`src/rtl/wla_pkg.sv`:
```
`timescale 1ns/1ps
package wla_pkg;
  localparam int LINE_MAX = 8;
  localparam int LINE_MIN = 4;
  localparam int LEN_W    = $clog2(LINE_MAX) + 1;

  localparam logic [2:0] CTI_CLASSIC = 3'b000;
  localparam logic [2:0] CTI_INCR    = 3'b010;
  localparam logic [2:0] CTI_END     = 3'b111;
  localparam logic [1:0] BTE_LIN     = 2'b00;
  localparam logic [1:0] BTE_W4      = 2'b01;
  localparam logic [1:0] BTE_W8      = 2'b10;

  typedef enum logic [2:0] {
    ST_IDLE, ST_LINE, ST_DRAIN, ST_SREQ, ST_SDATA, ST_WREQ
  } wla_state_e;
endpackage

```
`src/rtl/wla_linebuf.sv`:
```
`timescale 1ns/1ps
module wla_linebuf #(
  parameter int DW    = 32,
  parameter int DEPTH = 8
) (
  input  logic                      clk,
  input  logic                      rst_n,
  input  logic                      start,
  input  logic [$clog2(DEPTH):0]    start_len,
  input  logic                      clr,
  input  logic                      wr_en,
  input  logic [DW-1:0]             wr_data,
  input  logic [$clog2(DEPTH)-1:0]  rd_idx,
  output logic [DW-1:0]             rd_data,
  output logic                      rd_valid,
  output logic                      done
);
  localparam int IDXW = $clog2(DEPTH);

  logic [DW-1:0]    mem_q [DEPTH];
  logic [DEPTH-1:0] vld_q;
  logic [IDXW:0]    cnt_q, len_q;
  logic             wr_ok;

  // words land in linear order, slot = count of words received so far
  assign wr_ok = wr_en & ~start & ~clr & (cnt_q < len_q);

  always_ff @(posedge clk) begin
    if (!rst_n) begin
      vld_q <= '0;
      cnt_q <= '0;
      len_q <= '0;
    end else if (start) begin
      vld_q <= '0;
      cnt_q <= '0;
      len_q <= start_len;
    end else if (clr) begin
      vld_q <= '0;
      cnt_q <= '0;
      len_q <= '0;
    end else if (wr_ok) begin
      vld_q[cnt_q[IDXW-1:0]] <= 1'b1;
      cnt_q <= cnt_q + 1'b1;
    end
  end

  always_ff @(posedge clk) begin
    if (wr_ok) mem_q[cnt_q[IDXW-1:0]] <= wr_data;
  end

  assign rd_data  = mem_q[rd_idx];
  assign rd_valid = vld_q[rd_idx];
  assign done     = (cnt_q == len_q);

  // the back end never returns more words than the line holds
  a_r2_no_overfill: assert property (@(posedge clk) disable iff (!rst_n)
    wr_en |-> (cnt_q < len_q));

  // a release leaves no word marked valid
  a_r6_clear_empties: assert property (@(posedge clk) disable iff (!rst_n)
    (clr && !start) |=> (vld_q == '0));
endmodule

```
`src/rtl/wla_beat_track.sv`:
```
`timescale 1ns/1ps
module wla_beat_track #(
  parameter int AW    = 32,
  parameter int DW    = 32,
  parameter int SHORT = 4,
  parameter int LONG  = 8
) (
  input  logic                     clk,
  input  logic                     rst_n,
  input  logic                     load,
  input  logic [AW-1:0]            load_addr,
  input  logic                     load_long,
  input  logic                     adv,
  output logic [AW-1:0]            pred_addr,
  output logic [AW-1:0]            base_addr,
  output logic [$clog2(LONG)-1:0]  pred_idx,
  output logic                     is_long
);
  localparam int OFF  = $clog2(DW/8);
  localparam int IDXW = $clog2(LONG);

  // byte span of one line minus one
  function automatic logic [AW-1:0] span_mask(input logic lng);
    span_mask = lng ? AW'((LONG << OFF) - 1) : AW'((SHORT << OFF) - 1);
  endfunction

  // next beat: step one word, carry suppressed at the line edge
  function automatic logic [AW-1:0] wrap_next(input logic [AW-1:0] a, input logic lng);
    logic [AW-1:0] m;
    m = span_mask(lng);
    wrap_next = (a & ~m) | ((a + AW'(1 << OFF)) & m);
  endfunction

  function automatic logic [IDXW-1:0] beat_of(input logic [AW-1:0] a, input logic lng);
    logic [AW-1:0] t;
    t = (a & span_mask(lng)) >> OFF;
    beat_of = t[IDXW-1:0];
  endfunction

  logic [AW-1:0] pred_q;
  logic          long_q;

  always_ff @(posedge clk) begin
    if (!rst_n) begin
      pred_q <= '0;
      long_q <= 1'b0;
    end else if (load) begin
      pred_q <= load_addr;
      long_q <= load_long;
    end else if (adv) begin
      pred_q <= wrap_next(pred_q, long_q);
    end
  end

  assign pred_addr = pred_q;
  assign is_long   = long_q;
  assign base_addr = pred_q & ~span_mask(long_q);
  assign pred_idx  = beat_of(pred_q, long_q);

  // stepping through a burst never leaves the line
  a_r2_stays_in_line: assert property (@(posedge clk) disable iff (!rst_n)
    (adv && !load) |=> (base_addr == $past(base_addr)));
endmodule

```
`src/rtl/wb_wrapline_adapter.sv`:
```
`timescale 1ns/1ps
module wb_wrapline_adapter
  import wla_pkg::*;
#(
  parameter int AW = 32,
  parameter int DW = 32
) (
  input  logic              clk,
  input  logic              rst_n,
  input  logic              wb_cyc_i,
  input  logic              wb_stb_i,
  input  logic              wb_we_i,
  input  logic [AW-1:0]     wb_adr_i,
  input  logic [DW-1:0]     wb_dat_i,
  input  logic [DW/8-1:0]   wb_sel_i,
  input  logic [2:0]        wb_cti_i,
  input  logic [1:0]        wb_bte_i,
  output logic [DW-1:0]     wb_dat_o,
  output logic              wb_ack_o,
  output logic              be_req_valid_o,
  input  logic              be_req_ready_i,
  output logic [AW-1:0]     be_req_addr_o,
  output logic [LEN_W-1:0]  be_req_len_o,
  output logic              be_req_we_o,
  output logic [DW-1:0]     be_req_wdata_o,
  output logic [DW/8-1:0]   be_req_sel_o,
  input  logic              be_rd_valid_i,
  input  logic [DW-1:0]     be_rd_data_i
);
  localparam int OFF  = $clog2(DW/8);
  localparam int IDXW = $clog2(LINE_MAX);

  wla_state_e st_q, st_d;
  logic       force_single_q, req_pend_q;

  // named events used by the logic and the assertions
  logic bus_req, is_wrap, line_start, on_pred, line_hit, line_miss;
  logic line_lost, line_end, line_leave, fill_done, line_release, in_line;

  logic [AW-1:0]   pred_addr, base_addr;
  logic [IDXW-1:0] pred_idx;
  logic            is_long;
  logic [DW-1:0]   lb_rd_data;
  logic            lb_rd_valid, lb_done;

  assign bus_req    = wb_cyc_i & wb_stb_i;
  assign is_wrap    = (wb_cti_i == CTI_INCR) & ((wb_bte_i == BTE_W4) | (wb_bte_i == BTE_W8));
  assign in_line    = (st_q == ST_LINE) | (st_q == ST_DRAIN);
  assign line_start = (st_q == ST_IDLE) & bus_req & ~wb_we_i & is_wrap & ~force_single_q;
  assign on_pred    = (wb_adr_i >> OFF) == (pred_addr >> OFF);
  assign line_hit   = (st_q == ST_LINE) & bus_req & ~wb_we_i & on_pred & lb_rd_valid;
  assign line_miss  = (st_q == ST_LINE) & bus_req & (wb_we_i | ~on_pred);
  assign line_lost  = (st_q == ST_LINE) & ~wb_cyc_i;
  assign line_end   = line_hit & (wb_cti_i == CTI_END);
  assign line_leave = line_end | line_miss | line_lost;
  assign fill_done  = ~req_pend_q & lb_done;
  assign line_release = ((st_q == ST_LINE) & line_leave & fill_done) |
                        ((st_q == ST_DRAIN) & fill_done);

  always_comb begin
    st_d = st_q;
    unique case (st_q)
      ST_IDLE:  if (bus_req) st_d = line_start ? ST_LINE : (wb_we_i ? ST_WREQ : ST_SREQ);
      ST_LINE:  if (line_leave) st_d = fill_done ? ST_IDLE : ST_DRAIN;
      ST_DRAIN: if (fill_done) st_d = ST_IDLE;
      ST_SREQ:  if (be_req_ready_i) st_d = ST_SDATA;
      ST_SDATA: if (be_rd_valid_i) st_d = ST_IDLE;
      ST_WREQ:  if (be_req_ready_i) st_d = ST_IDLE;
      default:  st_d = ST_IDLE;
    endcase
  end

  always_ff @(posedge clk) begin
    if (!rst_n) begin
      st_q           <= ST_IDLE;
      force_single_q <= 1'b0;
      req_pend_q     <= 1'b0;
    end else begin
      st_q <= st_d;
      if (line_miss) force_single_q <= 1'b1;
      else if ((st_q == ST_IDLE) & (~wb_cyc_i | bus_req)) force_single_q <= 1'b0;
      if (line_start) req_pend_q <= 1'b1;
      else if (in_line & be_req_ready_i) req_pend_q <= 1'b0;
    end
  end

  wla_beat_track #(.AW(AW), .DW(DW), .SHORT(LINE_MIN), .LONG(LINE_MAX)) u_track (
    .clk(clk), .rst_n(rst_n), .load(line_start), .load_addr(wb_adr_i),
    .load_long(wb_bte_i == BTE_W8), .adv(line_hit),
    .pred_addr(pred_addr), .base_addr(base_addr), .pred_idx(pred_idx), .is_long(is_long)
  );

  wla_linebuf #(.DW(DW), .DEPTH(LINE_MAX)) u_buf (
    .clk(clk), .rst_n(rst_n), .start(line_start),
    .start_len((wb_bte_i == BTE_W8) ? LEN_W'(LINE_MAX) : LEN_W'(LINE_MIN)),
    .clr(line_release), .wr_en(be_rd_valid_i & in_line), .wr_data(be_rd_data_i),
    .rd_idx(pred_idx), .rd_data(lb_rd_data), .rd_valid(lb_rd_valid), .done(lb_done)
  );

  assign be_req_valid_o = (in_line & req_pend_q) | (st_q == ST_SREQ) | (st_q == ST_WREQ);
  assign be_req_addr_o  = in_line ? base_addr : wb_adr_i;
  assign be_req_len_o   = in_line ? (is_long ? LEN_W'(LINE_MAX) : LEN_W'(LINE_MIN)) : LEN_W'(1);
  assign be_req_we_o    = (st_q == ST_WREQ);
  assign be_req_wdata_o = wb_dat_i;
  assign be_req_sel_o   = wb_sel_i;

  assign wb_ack_o = line_hit |
                    ((st_q == ST_SDATA) & be_rd_valid_i & bus_req) |
                    ((st_q == ST_WREQ) & be_req_ready_i & bus_req);
  assign wb_dat_o = (st_q == ST_LINE) ? lb_rd_data : be_rd_data_i;

  // request stays put until taken
  a_r4_req_hold: assert property (@(posedge clk) disable iff (!rst_n)
    (be_req_valid_o && !be_req_ready_i) |=>
      (be_req_valid_o && $stable(be_req_addr_o) && $stable(be_req_len_o) && $stable(be_req_we_o)));

  // multi-word fetches start on a line boundary
  a_r1_line_aligned: assert property (@(posedge clk) disable iff (!rst_n)
    (be_req_valid_o && !be_req_we_o && be_req_len_o > LEN_W'(1)) |->
      ((be_req_addr_o & ((AW'(be_req_len_o) << OFF) - AW'(1))) == '0));

  // writes always go out one word at a time
  a_r8_write_single: assert property (@(posedge clk) disable iff (!rst_n)
    (be_req_valid_o && be_req_we_o) |-> (be_req_len_o == LEN_W'(1)));

  // a write beat is acknowledged only on an accepted write request
  a_r8_write_ack: assert property (@(posedge clk) disable iff (!rst_n)
    (wb_ack_o && wb_we_i) |-> (be_req_valid_o && be_req_ready_i && be_req_we_o));
endmodule

```
`config.mk`:
```
export PLATFORM = sky130hd
export DESIGN_NAME = wb_wrapline_adapter
export DESIGN_NICKNAME = d
export VERILOG_FILES = /design/src/rtl/wla_pkg.sv /design/src/rtl/wla_linebuf.sv /design/src/rtl/wla_beat_track.sv /design/src/rtl/wb_wrapline_adapter.sv
export SDC_FILE = /design/constraint.sdc
export NUM_CORES = 1
export LEC_CHECK = 0
export BUFFER_PORTS_ARGS = -buffer_cell sky130_fd_sc_hd__buf_2
export CAP_MARGIN = 20
export CORE_UTILIZATION = 53
export CTS_CLUSTER_DIAMETER = 80
export CTS_CLUSTER_SIZE = 20
export DETAILED_ROUTE_END_ITERATION = 10
export PLACE_DENSITY = 0.76
export SLEW_MARGIN = 20
export SYNTH_ARGS = -nofsm -noshare
export SYNTH_HDL_FRONTEND = slang
export SYNTH_SLANG_ARGS = --single-unit
```
`constraint.sdc`:
```
create_clock -name clk -period 12.6 [get_ports clk]
set_input_delay 1.26 -clock clk [delete_from_list [all_inputs] [get_ports clk]]
set_output_delay 1.26 -clock clk [all_outputs]
set_load 0.01 [all_outputs]
```
==> results.json, run 1 <==
{
  "outcome": "complete, no violations",
  "clkTransAtPathRegs_ps": 80,
  "crit_start": "st_q[0]$_SDFFE_PN0P_",
  "synth_top_family_by_area": "multiplexers",
  "crit_type": "flop to primary output",
  "hold_slack_ps": 470,
  "synth_top_cell_by_area": "edfxtp_1",
  "synth-xor-area-share_pct": 2.57,
  "powerDensity_mw_per_mm2": 126,
  "overflow": 0,
  "synth_mux_area_share_pct": 13.7,
  "grt_usage_pct": 21.1,
  "hold_class": "flop to flop",
  "cts_root_buf": "clkbuf_16",
  "final-hold-violation-count": 0,
  "synth_fa_ha_area_share_pct": 0.564,
  "synth.top_cell.area_share_pct": 57.7,
  "yosysWarningCount": 0,
  "endpoint_kind": "primary output",
  "via_per_inst": 5.68,
  "ys_ff_latch": 306,
  "synth_edf_count": 256,
  "synth_area_leaders": "edfxtp_1, mux4_2, dfxtp_1",
  "fin_setup_tns_ps": 0,
  "cap_violations": 0,
  "dieArea_mm2": 0.0258,
  "critical_path_arrival_ps": 3570,
  "grt_max_degree": 74,
  "io_pins": 219,
  "grt_pass1_wl_um": 42100,
  "post-synth-top-count-cell": "edfxtp_1",
  "synth_common_cells": "edfxtp_1, nand2_1, a21oi_1",
  "clockBufferDepth": 3,
  "die_y_um": 161,
  "ant_nets": 0,
  "wl_per_cell_um": 20.2,
  "h-tree-depth": 1,
  "die_w_um": 161,
  "core-area_mm2": 0.0245,
  "drive_gt1_share_pct": 27.1,
  "clkSinkCount": 306,
  "yosys.area_share.simple_pct": 8.49,
  "synth_compound_gate_area_share_pct": 5.07,
  "routed_wl_um": 27200,
  "ff2ff_setup_slack_ps": 8680,
  "slowest_delay_ps": 800,
  "clock_skew_ps": 14.1,
  "cts_buffers": 19,
  "cts_resized": 0,
  "drtPass1Iterations": 5,
  "synth_area_mm2": 0.0133,
  "finalSetupViolCount": 0,
  "place_hpwl_um": 15800,
  "reg2reg_depth": 8,
  "syn2layout_area_growth_pct": 10.4,
  "synth.distinct_cells": 58,
  "fin_crit_sh_pct": 38.3,
  "row_count": 57,
  "hold_buffers": 0,
  "min_period_ps": 4830,
  "leakage_uw": 0.00520,
  "fill_cells": 1832,
  "critical_path.endpoint": "wb_ack_o",
  "synth_flop_cell": "edfxtp_1",
  "reg2reg_from": "u_track.pred_addr[3]$_SDFFE_PN0P_",
  "port_buffers": 145,
  "gp_congestion": 0.854,
  "ys_seq_area_share_pct": 65.2,
  "tightest_slew_ps": 1100,
  "layout.nets": 1129,
  "start_util_pct": 54.4,
  "fmax_mhz": 207,
  "synthCells": 919,
  "worstPathMaxFanout": 67,
  "vias": 7661,
  "route.detailed.drc": 0,
  "avgSynthCellArea_um2": 14.5,
  "antenna_found_initial": 1,
  "maxSlewHeadroom_pct": 26.5,
  "rsz0062_at_grt": "no",
  "worstSetupStartpointType": "flop",
  "drv_slew": 0,
  "cp.required_ps": 11340,
  "grt_pass1_vias": 7494,
  "syn_nets": 1037,
  "worstReg2RegEnd": "u_buf.mem_q[2][4]$_DFFE_PP_",
  "synthArstFlopShare_pct": 0,
  "path_cells": "nor3b_4, buf_4, o311ai_1, nand4b_1, nor3_1, a41o_1, buf_2",
  "tritoncts": "yes",
  "cp_slowest_cell": "dfxtp_1",
  "post-cts-setup-buffers": 0,
  "ir_drop_v": 0.000105,
  "drtIter0Drc": 790,
  "clkLatencyLatePin_ps": 510
}
## layout by cell type, fill, tap and decap left out, types with 5 or more instances in the layout
master	n
a21oi_1	67
and2_1	5
buf_2	145
buf_4	17
clkbuf_1	11
clkbuf_16	19
dfxtp_1	48
edfxtp_1	256
ha_1	6
inv_1	15
mux2i_1	36
mux4_2	64
nand2_1	151
nand3_1	5
nor2_1	46
nor4_1	15
o21ai_0	6
or3_1	5
xor2_1	32
## area by class of cell
cell class	count	area, µm²	share of cell area, %
Tap cell	324	405	2.76
Inverter	17	63.8	0.434
Clock buffer	31	522	3.55
Clock inverter	3	25.0	0.170
Timing Repair Buffer	162	853	5.81
Sequential cell	306	8700	59.2
Antenna cell	1	2.50	0.0170
Multi-Input combinational cell	505	4130	28.1
## power breakdown
part	internal [µW]	total, µW	switching (µW)
logic	53.7	150	96.1
registers	1090	1100	6.40
clock network	289	605	316
total	1440	1860	419
## worst min-delay path by stage
stage	endpoint	start	cells past startpoint	slack [ps]
detailed placement	u_buf.vld_q[4]$_SDFFE_PP0P_	u_buf.vld_q[4]$_SDFFE_PP0P_	2	460
CTS	u_buf.vld_q[4]$_SDFFE_PP0P_	u_buf.vld_q[4]$_SDFFE_PP0P_	2	470
finish	u_buf.vld_q[4]$_SDFFE_PP0P_	u_buf.vld_q[4]$_SDFFE_PP0P_	2	470
global placement	u_buf.vld_q[4]$_SDFFE_PP0P_	u_buf.vld_q[4]$_SDFFE_PP0P_	2	450
global route	u_buf.len_q[2]$_SDFFE_PN0P_	u_buf.len_q[2]$_SDFFE_PN0P_	2	500
floorplan	u_buf.vld_q[4]$_SDFFE_PP0P_	u_buf.vld_q[4]$_SDFFE_PP0P_	2	440
## metal layers
| metal | global-route usage (%) | up-vias | share of wire, % |
|---|---|---|---|
| li1 | - | 3566 | - |
| met1 | 29.4 | 3830 | 43 |
| met2 | 36.1 | 231 | 50 |
| met3 | 2.53 | 34 | 5.3 |
| met4 | 4.55 | 0 | 1.3 |
| met5 | 0 | - | 0 |
## registers in the layout (all words and copies together) (netlist names), named ones only
signal / cells
st_q: 3
force_single_q: 1
u_track.pred_addr: 29
u_track.is_long: 1
req_pend_q: 1
u_buf.cnt_q: 4
u_buf.vld_q: 8
u_buf.len_q: 2
u_buf.mem_q: 256
## worst max-delay path, delay by kind of cell, from the launching register on
kind | cells | cell delay [ps]
and+or+nand+nor | 3 | 1120
DFF | 1 | 800
buffers and inverters | 2 | 770
AOI/OAI and AO/OA | 2 | 370
## per-stage QoR
stage	total power (µW)	instance area [µm²]	cells	utilization, %	setup slack [ps]
after floorplan	1220	13300	919	-	6530
after global placement	1270	14100	1314	57.8	8350
after detailed placement	1270	14100	1314	57.8	8280
after CTS	1870	14700	1348	60.1	7770
after global routing	1920	14700	1348	60.1	7530
final	1860	14700	1349	60.1	7770
## kinds of logic after synthesis
kind of cell / after synthesis
xor gates and xnor gates: 37
other: 1
adders and majority gates: 6
buffers and inverters: 108
muxes: 102
AOI/OAI and AO/OA: 99
DFF: 306
and+or+nand+nor: 260
Power figures use the tool's default switching activity.
==> run 2: changes to the inputs <==
- CORE_UTILIZATION: 53 -> 51
- clock period: 12.6 -> 4.4 ns (I/O delays scaled with it)
==> run 2 against run 1 <==
Register-to-register slack worse by 7700 ps. First-iteration DRC count is 32% lower. Clock power grew to 3.0 times the previous value. Combinational power grew to 2.9 times the previous value. Non-clock buffer count is 2 higher. Critical path depth is 2 lower. Worst setup slack worse by 6900 ps. Final cell count is 0.15% higher. Die area is 3.9% higher. Largest power group unchanged.
==> results.json, run 2 (synthesis gave the netlist of run 1 again) <==
{
  "drtIter0Drc": 534,
  "grt_usage_pct": 20.3,
  "cp.required_ps": 3960,
  "placed_area_mm2": 0.0142,
  "grt_pass1_vias": 7344,
  "cts_resized": 0,
  "h-tree-depth": 1,
  "largest_reg_flops": 256,
  "grt_max_degree": 67,
  "p_switching_uw": 1210,
  "hold_buffers": 0,
  "fin_area_mm2": 0.0148,
  "port_buffers": 145,
  "layout_commonest_cell": "edfxtp_1",
  "fmax_mhz": 283,
  "fill_cells": 1971,
  "cts_buffers": 20,
  "endpoint_kind": "primary output",
  "clkTransAtPathRegs_ps": 80,
  "fin_util_pct": 58.2,
  "tightest_slew_ps": 1010,
  "p_seq_share_pct": 58.5,
  "post-cts-setup-buffers": 0,
  "final_cell_mix": "edfxtp_1, nand2_1, buf_2",
  "power.total_uw": 5380,
  "ir_drop_v": 0.000414,
  "path_cells": "buf_4, mux4_2, mux2i_1, a21oi_1, buf_2",
  "hold_class": "primary input to flop",
  "overflow": 0,
  "tritoncts": "yes",
  "p_comb_share_pct": 8.1,
  "row_count": 58,
  "fin_crit_sh_pct": 80.4,
  "min_period_ps": 3540,
  "via_per_inst": 5.72,
  "crit_type": "flop to primary output",
  "die_w_um": 164,
  "wl_per_cell_um": 19.8,
  "start_util_pct": 52.4,
  "drive_gt1_share_pct": 27.5,
  "grt_pass1_wl_um": 41500,
  "core-area_mm2": 0.0254,
  "critical_path_arrival_ps": 3100,
  "place_hpwl_um": 16700,
  "syn2layout_area_growth_pct": 11.1,
  "outcome": "complete, no violations",
  "rsz0062_at_grt": "no",
  "clock_skew_ps": 15.9,
  "pwr-share-clk_pct": 33.4,
  "clockBufferDepth": 3,
  "drv_slew": 0,
  "drtPass1Iterations": 5,
  "maxSlewHeadroom_pct": 32.9,
  "leakage_uw": 0.00524,
  "finalSetupViolCount": 0,
  "p_int_uw": 4170,
  "io_pins": 219,
  "final-hold-violation-count": 0,
  "cts_root_buf": "clkbuf_16",
  "dieArea_mm2": 0.0268,
  "netSwitchingFraction_pct": 22.5,
  "routed_wl_um": 26800,
  "clkSinkCount": 306,
  "powerDensity_mw_per_mm2": 364,
  "cap_violations": 0,
  "vias": 7732,
  "instances_no_fill": 1351,
  "cp_slowest_cell": "buf_4",
  "die_y_um": 164,
  "worstPathMaxFanout": 51,
  "worstSetupStartpointType": "flop",
  "clkLatencyLatePin_ps": 510,
  "layout.nets": 1132,
  "antenna_found_initial": 1,
  "fin_setup_tns_ps": 0,
  "route.detailed.drc": 0,
  "dp_cells": 1322,
  "slowest_delay_ps": 830,
  "ant_nets": 0,
  "gp_congestion": 0.885
}
## run 2: cell types whose count changed in the layout (fill, tap and decap cells not counted), sizes merged
cell	change
clkinvlp	-1
inv	+1
clkinv	+1
clkbuf	-7
buf	+2
## run 2: final timing paths
path | start | cells after the start | to | slack [ps]
hold / removal | wb_adr_i[9] | 3 | u_track.pred_addr[9]$_SDFFE_PN0P_ | 190
setup / recovery | u_track.pred_addr[2]$_SDFFE_PN0P_ | 5 | wb_dat_o[16] | 860
setup reg to reg | st_q[1]$_SDFFE_PN0P_ | 8 | u_buf.mem_q[1][17]$_DFFE_PP_ | 990
hold reg to reg | u_buf.len_q[2]$_SDFFE_PN0P_ | 2 | u_buf.len_q[2]$_SDFFE_PN0P_ | 480
## run 2: per-layer routing
metal | GRT usage (%) | up-vias | part of all wire, %
met1 | 28.4 | 3871 | 43
met5 | 0 | - | 0
met4 | 6.06 | 0 | 2.1
met3 | 2.62 | 50 | 5.1
met2 | 33.3 | 240 | 50
li1 | - | 3571 | -
## run 2: power groups by stage
stage / logic, µW / registers (µW) / clock network [µW]
finish: 438 / 3140 / 1790
global route: 478 / 3150 / 1930
CTS: 440 / 3140 / 1840
detailed placement: 437 / 3210 / 0
global placement: 428 / 3210 / 0
floorplan: 277 / 3200 / 0
## run 2: worst max-delay path: cells and delay by family (launching register included)
family                 cells  cell delay, ps
AO/OA/AOI/OAI              1              90
buffers and inverters      2            1000
flip-flops                 1             600
multiplexers               2             830
## run 2: through the flow
step / setup slack (ps) / hold WS [ps]
after floorplan: -899 / 437
after global placement: 1110 / 463
after detailed placement: 1020 / 472
after CTS: 753 / 176
after global routing: 573 / 187
final: 863 / 192
## run 2: cell type report
class / instances / area [µm²] / area share, %
sequential: 306 / 8700 / 58.8
multi-input combinational: 505 / 4130 / 27.9
timing repair buffer: 164 / 906 / 6.13
inverter: 17 / 63.8 / 0.431
clock buffer: 24 / 537 / 3.63
tap: 330 / 413 / 2.79
antenna: 1 / 2.50 / 0.0169
clock inverter: 4 / 41.3 / 0.279
